File: config.mk
export PLATFORM = sky130hd
export DESIGN_NAME = boot_bank_arbiter
export DESIGN_NICKNAME = d
export VERILOG_FILES = /design/src/rtl/bootsel_pkg.sv /design/src/rtl/seq_word_check.sv /design/src/rtl/bank_pick.sv /design/src/rtl/arb_ctrl.sv /design/src/rtl/boot_bank_arbiter.sv
export SDC_FILE = /design/constraint.sdc
export NUM_CORES = 1
export LEC_CHECK = 0
export BUFFER_PORTS_ARGS = -buffer_cell sky130_fd_sc_hd__buf_4
export CORE_UTILIZATION = 40
export CTS_CLUSTER_DIAMETER = 100
export CTS_CLUSTER_SIZE = 24
export DETAILED_ROUTE_END_ITERATION = 16
export SETUP_SLACK_MARGIN = 0.3
export SLEW_MARGIN = 30
export SYNTH_ARGS = -nofsm -noshare
export SYNTH_HDL_FRONTEND = slang
export SYNTH_SLANG_ARGS = --single-unit
File: constraint.sdc
create_clock -name clk -period 4.36 [get_ports clk]
set_input_delay 0.872 -clock clk [delete_from_list [all_inputs] [get_ports clk]]
set_output_delay 0.872 -clock clk [all_outputs]
set_load 0.1 [all_outputs]
File: src/rtl/bootsel_pkg.sv
package bootsel_pkg;

    typedef enum logic [2:0] {
        ST_IDLE    = 3'd0,
        ST_READ1   = 3'd1,
        ST_READ2   = 3'd2,
        ST_COMPARE = 3'd3,
        ST_DONE    = 3'd4
    } arb_state_e;

    typedef enum logic {
        PICK_BANK1 = 1'b0,
        PICK_BANK2 = 1'b1
    } bank_pick_e;

endpackage

File: src/rtl/seq_word_check.sv
module seq_word_check #(
    parameter int SEQ_W = 16
) (
    input  logic [2*SEQ_W-1:0] word_in,
    output logic [SEQ_W-1:0]   seq_out,
    output logic               word_ok
);
    logic [SEQ_W-1:0] chk_field;

    always_comb begin
        seq_out   = word_in[SEQ_W-1:0];
        chk_field = word_in[2*SEQ_W-1:SEQ_W];
        word_ok   = (chk_field == ~seq_out);
    end
endmodule

File: src/rtl/bank_pick.sv
module bank_pick
    import bootsel_pkg::*;
#(
    parameter int SEQ_W = 16
) (
    input  logic             ok_a,
    input  logic [SEQ_W-1:0] seq_a,
    input  logic             ok_b,
    input  logic [SEQ_W-1:0] seq_b,
    output bank_pick_e       winner,
    output logic             none_ok
);
    always_comb begin
        none_ok = !ok_a && !ok_b;
        if (ok_a && ok_b) begin
            // unsigned compare, tie keeps bank 1
            winner = (seq_b > seq_a) ? PICK_BANK2 : PICK_BANK1;
        end else if (ok_b) begin
            winner = PICK_BANK2;
        end else begin
            winner = PICK_BANK1;
        end
    end
endmodule

File: src/rtl/arb_ctrl.sv
module arb_ctrl
    import bootsel_pkg::*;
#(
    parameter int              ADDR_W     = 12,
    parameter int              WORD_W     = 32,
    parameter logic [ADDR_W-1:0] BANK1_ADDR = '0,
    parameter logic [ADDR_W-1:0] BANK2_ADDR = '1
) (
    input  logic              clk,
    input  logic              rst_n,
    output logic              rd_req,
    output logic [ADDR_W-1:0] rd_addr,
    input  logic [WORD_W-1:0] rd_data,
    output logic [WORD_W-1:0] first_word,
    input  bank_pick_e        winner,
    input  logic              none_ok,
    output logic              done_q,
    output logic              swap_q,
    output logic              none_q
);
    arb_state_e state_q, state_d;

    // state register
    always_ff @(posedge clk) begin
        if (!rst_n) state_q <= ST_IDLE;
        else        state_q <= state_d;
    end

    // next state
    always_comb begin
        state_d = state_q;
        unique case (state_q)
            ST_IDLE:    state_d = ST_READ1;
            ST_READ1:   state_d = ST_READ2;
            ST_READ2:   state_d = ST_COMPARE;
            ST_COMPARE: state_d = ST_DONE;
            ST_DONE:    state_d = ST_DONE;
            default:    state_d = ST_IDLE;
        endcase
    end

    // read port drive
    always_comb begin
        rd_req  = 1'b0;
        rd_addr = BANK1_ADDR;
        unique case (state_q)
            ST_READ1: begin rd_req = 1'b1; rd_addr = BANK1_ADDR; end
            ST_READ2: begin rd_req = 1'b1; rd_addr = BANK2_ADDR; end
            default:  begin rd_req = 1'b0; rd_addr = BANK1_ADDR; end
        endcase
    end

    // registered outputs and captured bank 1 word
    always_ff @(posedge clk) begin
        if (!rst_n) begin
            first_word <= '0;
            done_q     <= 1'b0;
            swap_q     <= 1'b0;
            none_q     <= 1'b0;
        end else begin
            unique case (state_q)
                ST_READ2:   first_word <= rd_data;
                ST_COMPARE: begin
                    done_q <= 1'b1;
                    swap_q <= (winner == PICK_BANK2);
                    none_q <= none_ok;
                end
                default: ;
            endcase
        end
    end

    AST_QUIET_BEFORE_DONE: assert property (@(posedge clk) disable iff (!rst_n)
        !done_q |-> (!swap_q && !none_q));
    AST_READ_ORDER: assert property (@(posedge clk) disable iff (!rst_n)
        (rd_req && rd_addr == BANK2_ADDR) |-> ($past(rd_req) && $past(rd_addr) == BANK1_ADDR));
    AST_RESULT_FROZEN: assert property (@(posedge clk) disable iff (!rst_n)
        done_q |=> (done_q && $stable(swap_q) && $stable(none_q)));
    AST_NO_READ_AFTER_DONE: assert property (@(posedge clk) disable iff (!rst_n)
        done_q |-> !rd_req);
    AST_INVALID_KEEPS_BANK1: assert property (@(posedge clk) disable iff (!rst_n)
        none_q |-> !swap_q);
endmodule

File: src/rtl/boot_bank_arbiter.sv
module boot_bank_arbiter
    import bootsel_pkg::*;
#(
    parameter int                ADDR_W     = 12,
    parameter int                SEQ_W      = 16,
    parameter logic [ADDR_W-1:0] BANK1_ADDR = 12'h0F0,
    parameter logic [ADDR_W-1:0] BANK2_ADDR = 12'h1F0
) (
    input  logic                 clk,
    input  logic                 rst_n,
    output logic                 rd_req,
    output logic [ADDR_W-1:0]    rd_addr,
    input  logic [2*SEQ_W-1:0]   rd_data,
    output logic                 done,
    output logic                 swap,
    output logic                 no_valid
);
    localparam int WORD_W  = 2 * SEQ_W;
    localparam int N_BANKS = 2;

    logic [WORD_W-1:0] first_word;
    logic [WORD_W-1:0] words  [N_BANKS];
    logic [SEQ_W-1:0]  seqs   [N_BANKS];
    logic              oks    [N_BANKS];
    bank_pick_e        winner;
    logic              none_ok;

    assign words[0] = first_word;   // bank 1, captured in READ2
    assign words[1] = rd_data;      // bank 2, live in COMPARE

    for (genvar b = 0; b < N_BANKS; b++) begin : g_check
        seq_word_check #(.SEQ_W(SEQ_W)) i_check (
            .word_in (words[b]),
            .seq_out (seqs[b]),
            .word_ok (oks[b])
        );
    end

    bank_pick #(.SEQ_W(SEQ_W)) i_pick (
        .ok_a    (oks[0]),
        .seq_a   (seqs[0]),
        .ok_b    (oks[1]),
        .seq_b   (seqs[1]),
        .winner  (winner),
        .none_ok (none_ok)
    );

    arb_ctrl #(
        .ADDR_W     (ADDR_W),
        .WORD_W     (WORD_W),
        .BANK1_ADDR (BANK1_ADDR),
        .BANK2_ADDR (BANK2_ADDR)
    ) i_ctrl (
        .clk        (clk),
        .rst_n      (rst_n),
        .rd_req     (rd_req),
        .rd_addr    (rd_addr),
        .rd_data    (rd_data),
        .first_word (first_word),
        .winner     (winner),
        .none_ok    (none_ok),
        .done_q     (done),
        .swap_q     (swap),
        .none_q     (no_valid)
    );
endmodule

; Word level (Yosys, flattened, before mapping)
; Cells that the tools add are included.
[word_totals]
out_inout_bits = 16
wordCells = 27
in_bits = 34
reg_bits = 38
[classes]
mux = 6
order_cmp = 1
n_reduce_logical = 7
eq_ne = 6
bitwise = 2
[ops]
columns = operator, count
row1 = 16-bit == test, 2
row2 = 16-bit NOT, 2
row3 = 16-bit > comparator, 1
row4 = 3-bit case mux with 4 select lines, 1
row5 = 9-bit two-way mux, 1
row6 = 3-bit by 2-bit == test with 1-bit output (second input constant), 2
row7 = 1-bit two-way mux, 4
row8 = 2-bit OR reduction, 2
row9 = 3-bit by 1-bit == test with 1-bit output (second input constant), 1
row10 = 3-bit == test (second input constant), 1
row11 = 3-bit logical NOT, 1
row12 = 1-bit logical AND, 2
row13 = 1-bit logical NOT, 2

; Longest topological paths before layout
[logic_depth]
depth_word = 4
depth_mapped = 7
depth_no_buf = 7

; Modules after synthesis
; Synthesis repeated with hierarchy kept, for this count alone.
[unflattened]
hier_cells = 309
hier_area_um2 = 2647.5
[modules_own_cells]
columns = mod, area_per_inst_um2, seq_area_each_um2, cells_per_inst, n_inst
row1 = arb_ctrl, 1627.8, 760.7, 176, 1
row2 = seq_word_check, 297.8, 0.0, 37, 2
row3 = bank_pick, 424.2, 0.0, 59, 1

; Worst setup path before layout
; Ideal clock, no wire load.
[synth_path]
path_type = reg2out
start = register i_ctrl.state_q[0]
end = output port rd_req
n_path_buf = 0
arrival_ns = 1.718
setup_slack_ns = 1.770
required_ns = 3.488
stages_incl_launch_ff = 3
path_cell_list = dfxtp_1 xnor2_1 nor2_1
[synth_via]
elab_chain_len = 3
elab_cells_between_ends = 4
cone_classes = eq/ne (2) / mux (1) / reduce/logical (1)
[synth_rtl]
columns = element, line
row1 = "start, declared", arb_ctrl.sv:21  ; arb_state_e state_q, state_d;
row2 = "start signal, assigned", arb_ctrl.sv:26  ; else state_q <= state_d;
row3 = 3-bit by 1-bit == test with 1-bit output / 3-bit by 2-bit == test with 1-bit output (equally long branches), arb_ctrl.sv:46  ; unique case (state_q)
row4 = 2-bit OR reduction (no line) *, --
row5 = 1-bit two-way mux *, arb_ctrl.sv:46
row6 = "end, declared", boot_bank_arbiter.sv:11  ; output logic rd_req,
; Mark *: on every way between the ends. The rest lies on a longest branch, timed or not.

; Worst setup path in the final report
[layout_path]
start = register i_ctrl.state_q[0]
end = output port rd_addr[8]
[layout_via]
elab_chain_len = 2
[layout_rtl]
columns = element, line
row1 = 3-bit by 2-bit == test with 1-bit output, arb_ctrl.sv:46
row2 = 9-bit two-way mux, arb_ctrl.sv:46
row3 = "end, declared", boot_bank_arbiter.sv:12  ; output logic [ADDR_W-1:0] rd_addr,
; Every way passes these cells.

==> impl_metrics.tcl <==
set metrics [dict create \
    htreeDepth 2 \
    maxSlewHeadroom_pct 53.8 \
    ios 50 \
    rows 26 \
    worstMarginPinSlew_ns 0.693 \
    critical_path.slowest_cell "dfxtp_1" \
    peakVddDrop_mv 0.159 \
    critPathTopFamily "buffers and inverters" \
    start_kind "flop" \
    ctsResizeCount 0 \
    cp_common_cell "buf_4" \
    switchingPower_w 0.000317 \
    gr-total-overflow 0 \
    grt_max_degree 39 \
    cellLeakagePower_nw 0.980 \
    synth-seq-area-share_pct 35.0 \
    root_buffer "clkbuf_8" \
    cts_buffers 5 \
    antenna_left 0 \
    ys_warn_count 0 \
    p_int_w 0.000583 \
    rsz0062_at_grt "false" \
    final_cells 383 \
    fin_total_pwr_w 0.000900 \
    final_hold_viol_count 0 \
    drc_errors 0 \
    hpwl_um 3520 \
    placed_cells 375 \
    area_growth_pct 17.7 \
    whs_ns 0.469 \
    critPathBufInv 3 \
    grt_pass1_vias 1657 \
    min_path_type "reg2reg" \
    setup_viol_count_final 0 \
    end_kind "output pin" \
    path_max_fanout 33 \
    cts_tree "yes" \
    critical_path.max_stage_delay_ns 0.40 \
    drtPass1Iterations 4 \
    fin_nets 362 \
    yosysUniqueCellTypes 29 \
    synth_top_area_share_pct 35.0 \
    final-max-slew-violation-count 0 \
    grt_usage_pct 18.2 \
    synthTopCellsByArea "dfxtp_1, nand2_1, a21oi_1" \
    fin_crit_sh_pct 53.9 \
    die_area_um2 5730 \
    port_buffers 38 \
    max-cap-violations 0 \
    power_density_nw_per_um2 352 \
    arrival_ns 1.48 \
    grt_antenna_before_repair 0 \
    die_y_um 75.7 \
    avgRoutedWirePerCell_um 12.6 \
    outcome "completed" \
    critPathKind "reg2out" \
    clock_power_share_pct 27.8 \
    viasPerCell 4.74 \
    synth_area_um2 2170 \
    grt_pass1_wl_um 7670 \
    nFillCells 530 \
    fin_worst_skew_ns 0.00709 \
    initialDrtViolationCount 78 \
    yosys.area.top_type "dfxtp_1" \
    postCtsSetupRepairBufs 0 \
    clk_latency_ns 0.29 \
    period_minus_slack_ns 2.35 \
    place_congestion 0.810 \
    drive_gt1_share_pct 16.9 \
    start_util_pct 42.0 \
    insertedDiodeCount 0 \
    die_x_um 75.7 \
    seq_power_share_pct 43.5 \
    design.core.area_um2 5170 \
    p_comb_share_pct 28.8 \
    hold_buffers 0 \
    clk_pin_slew_ns 0.08 \
    fmax_mhz 425 \
    routed_wl_um 4810 \
    crit_chain "nor2_1, nand2_1, buf_4, inv_2, buf_4" \
    dpl_cell_area_um2 2460 \
    syn_inst 278 \
    syn_area_per_cell_um2 7.81 \
    sw_frac_of_total_pct 35.2 \
    clockBufferDepth 2 \
    setup_tns_ns 0 \
    clock-sinks 38 \
    fin_area_um2 2550 \
    ys_ff_latch 38 \
    required_ns 3.49 \
    via_count 1814 \
]
-- kinds of logic after synthesis --
logic type	count (synthesis)	share of synthesized area, %
compound gates	47	11.7
xor+xnor	33	13.3
simple gates	101	20.9
flops	38	35.0
fa+ha+maj	16	9.22
buf+inv	40	9.05
other cells	2	0.346
mux	1	0.461
-- synthesized netlist by cell type --
| cell type | instances |
|---|---|
| a21o_1 | 1 |
| nand2_1 | 68 |
| ha_1 | 16 |
| buf_4 | 12 |
| a211oi_1 | 1 |
| nand4_2 | 2 |
| o21ai_0 | 2 |
| a221o_1 | 1 |
| o31ai_1 | 1 |
| nor3_1 | 5 |
| clkbuf_1 | 9 |
| xnor2_1 | 19 |
| nor2_1 | 8 |
| and3b_1 | 1 |
| nand4_1 | 5 |
| conb_1 | 2 |
| xor2_1 | 14 |
| nand3_1 | 3 |
| inv_1 | 16 |
| inv_2 | 2 |
| a21oi_1 | 40 |
| nor4_2 | 1 |
| and2_1 | 2 |
| nor4_1 | 4 |
| dfxtp_1 | 38 |
| mux2i_1 | 1 |
| a21boi_2 | 1 |
| buf_2 | 1 |
| nor2b_1 | 2 |
-- stage by stage --
stage | util [%] | worst slack [ns]
final | 49.4 | 2.01
after global routing | 49.4 | 1.91
after CTS | 49.4 | 1.99
after detailed placement | 47.6 | 1.98
after global placement | 47.6 | 1.97
after floorplan | - | 1.77
-- layout by cell type, fill, tap and decap left out, types with 2 or more instances in the layout --
master and n:
and2_1 2, a21oi_1 40, nand3_1 3, inv_1 16, buf_4 40, xnor2_1 19
nor4_1 4, dfxtp_1 38, nand4_2 2, clkbuf_8 6, nor2b_1 2, nor3_1 5
nand4_1 5, xor2_1 14, conb_1 11, o21ai_0 2, ha_1 16, nand2_1 68
nor2_1 8, inv_2 2
-- worst register-to-register path: stages, from the launching register on --
cell	delay (ns)
dfxtp_1	0.37
inv_1	0.06
ha_1	0.28
nand2_1	0.11
o21ai_0	0.15
a221o_1	0.37
o31ai_1	0.20
a211oi_1	0.10
-- power by group through the flow --
stage | Clock [W] | Sequential (W) | Combinational, W
finish | 0.000250 | 0.000391 | 0.000259
global route | 0.000271 | 0.000394 | 0.000283
CTS | 0.000258 | 0.000391 | 0.000261
detailed placement | 0 | 0.000400 | 0.000260
global placement | 0 | 0.000399 | 0.000260
floorplan | 0 | 0.000405 | 0.000189
-- state kept, by name, summed over array words and instances (netlist names) --
register           flops
i_ctrl.first_word     32
i_ctrl.swap_q          1
i_ctrl.none_q          1
i_ctrl.done_q          1
i_ctrl.state_q         3
-- routing by layer --
metal,track usage (%),share of wire [%],vias to the layer above
met4,7.20,1.6,0
met3,3.70,4.4,7
met5,0,0,-
met1,24.8,49,816
met2,28.5,45,40
li1,-,-,951
-- final cells by class --
| cell class | instances | area (um2) | area share [%] |
|---|---|---|---|
| inverter | 18 | 67.6 | 2.64 |
| timing repair buffer | 40 | 300 | 11.8 |
| tap | 70 | 87.6 | 3.43 |
| clock buffer | 7 | 86.3 | 3.38 |
| sequential | 38 | 761 | 29.8 |
| clock inverter | 1 | 5.00 | 0.196 |
| multi-input combinational | 209 | 1250 | 48.8 |
-- path summary, 6_finish.rpt --
kind | slack, ns | to | cells past startpoint | start
min | 0.47 | i_ctrl.first_word[17] | 2 | i_ctrl.first_word[17]
max reg2reg | 2.58 | i_ctrl.swap_q | 7 | i_ctrl.first_word[7]
max | 2.01 | rd_addr[8] | 5 | i_ctrl.state_q[0]
min reg2reg | 0.47 | i_ctrl.first_word[17] | 2 | i_ctrl.first_word[17]
No activity file was read; power rests on OpenSTA's default activity.
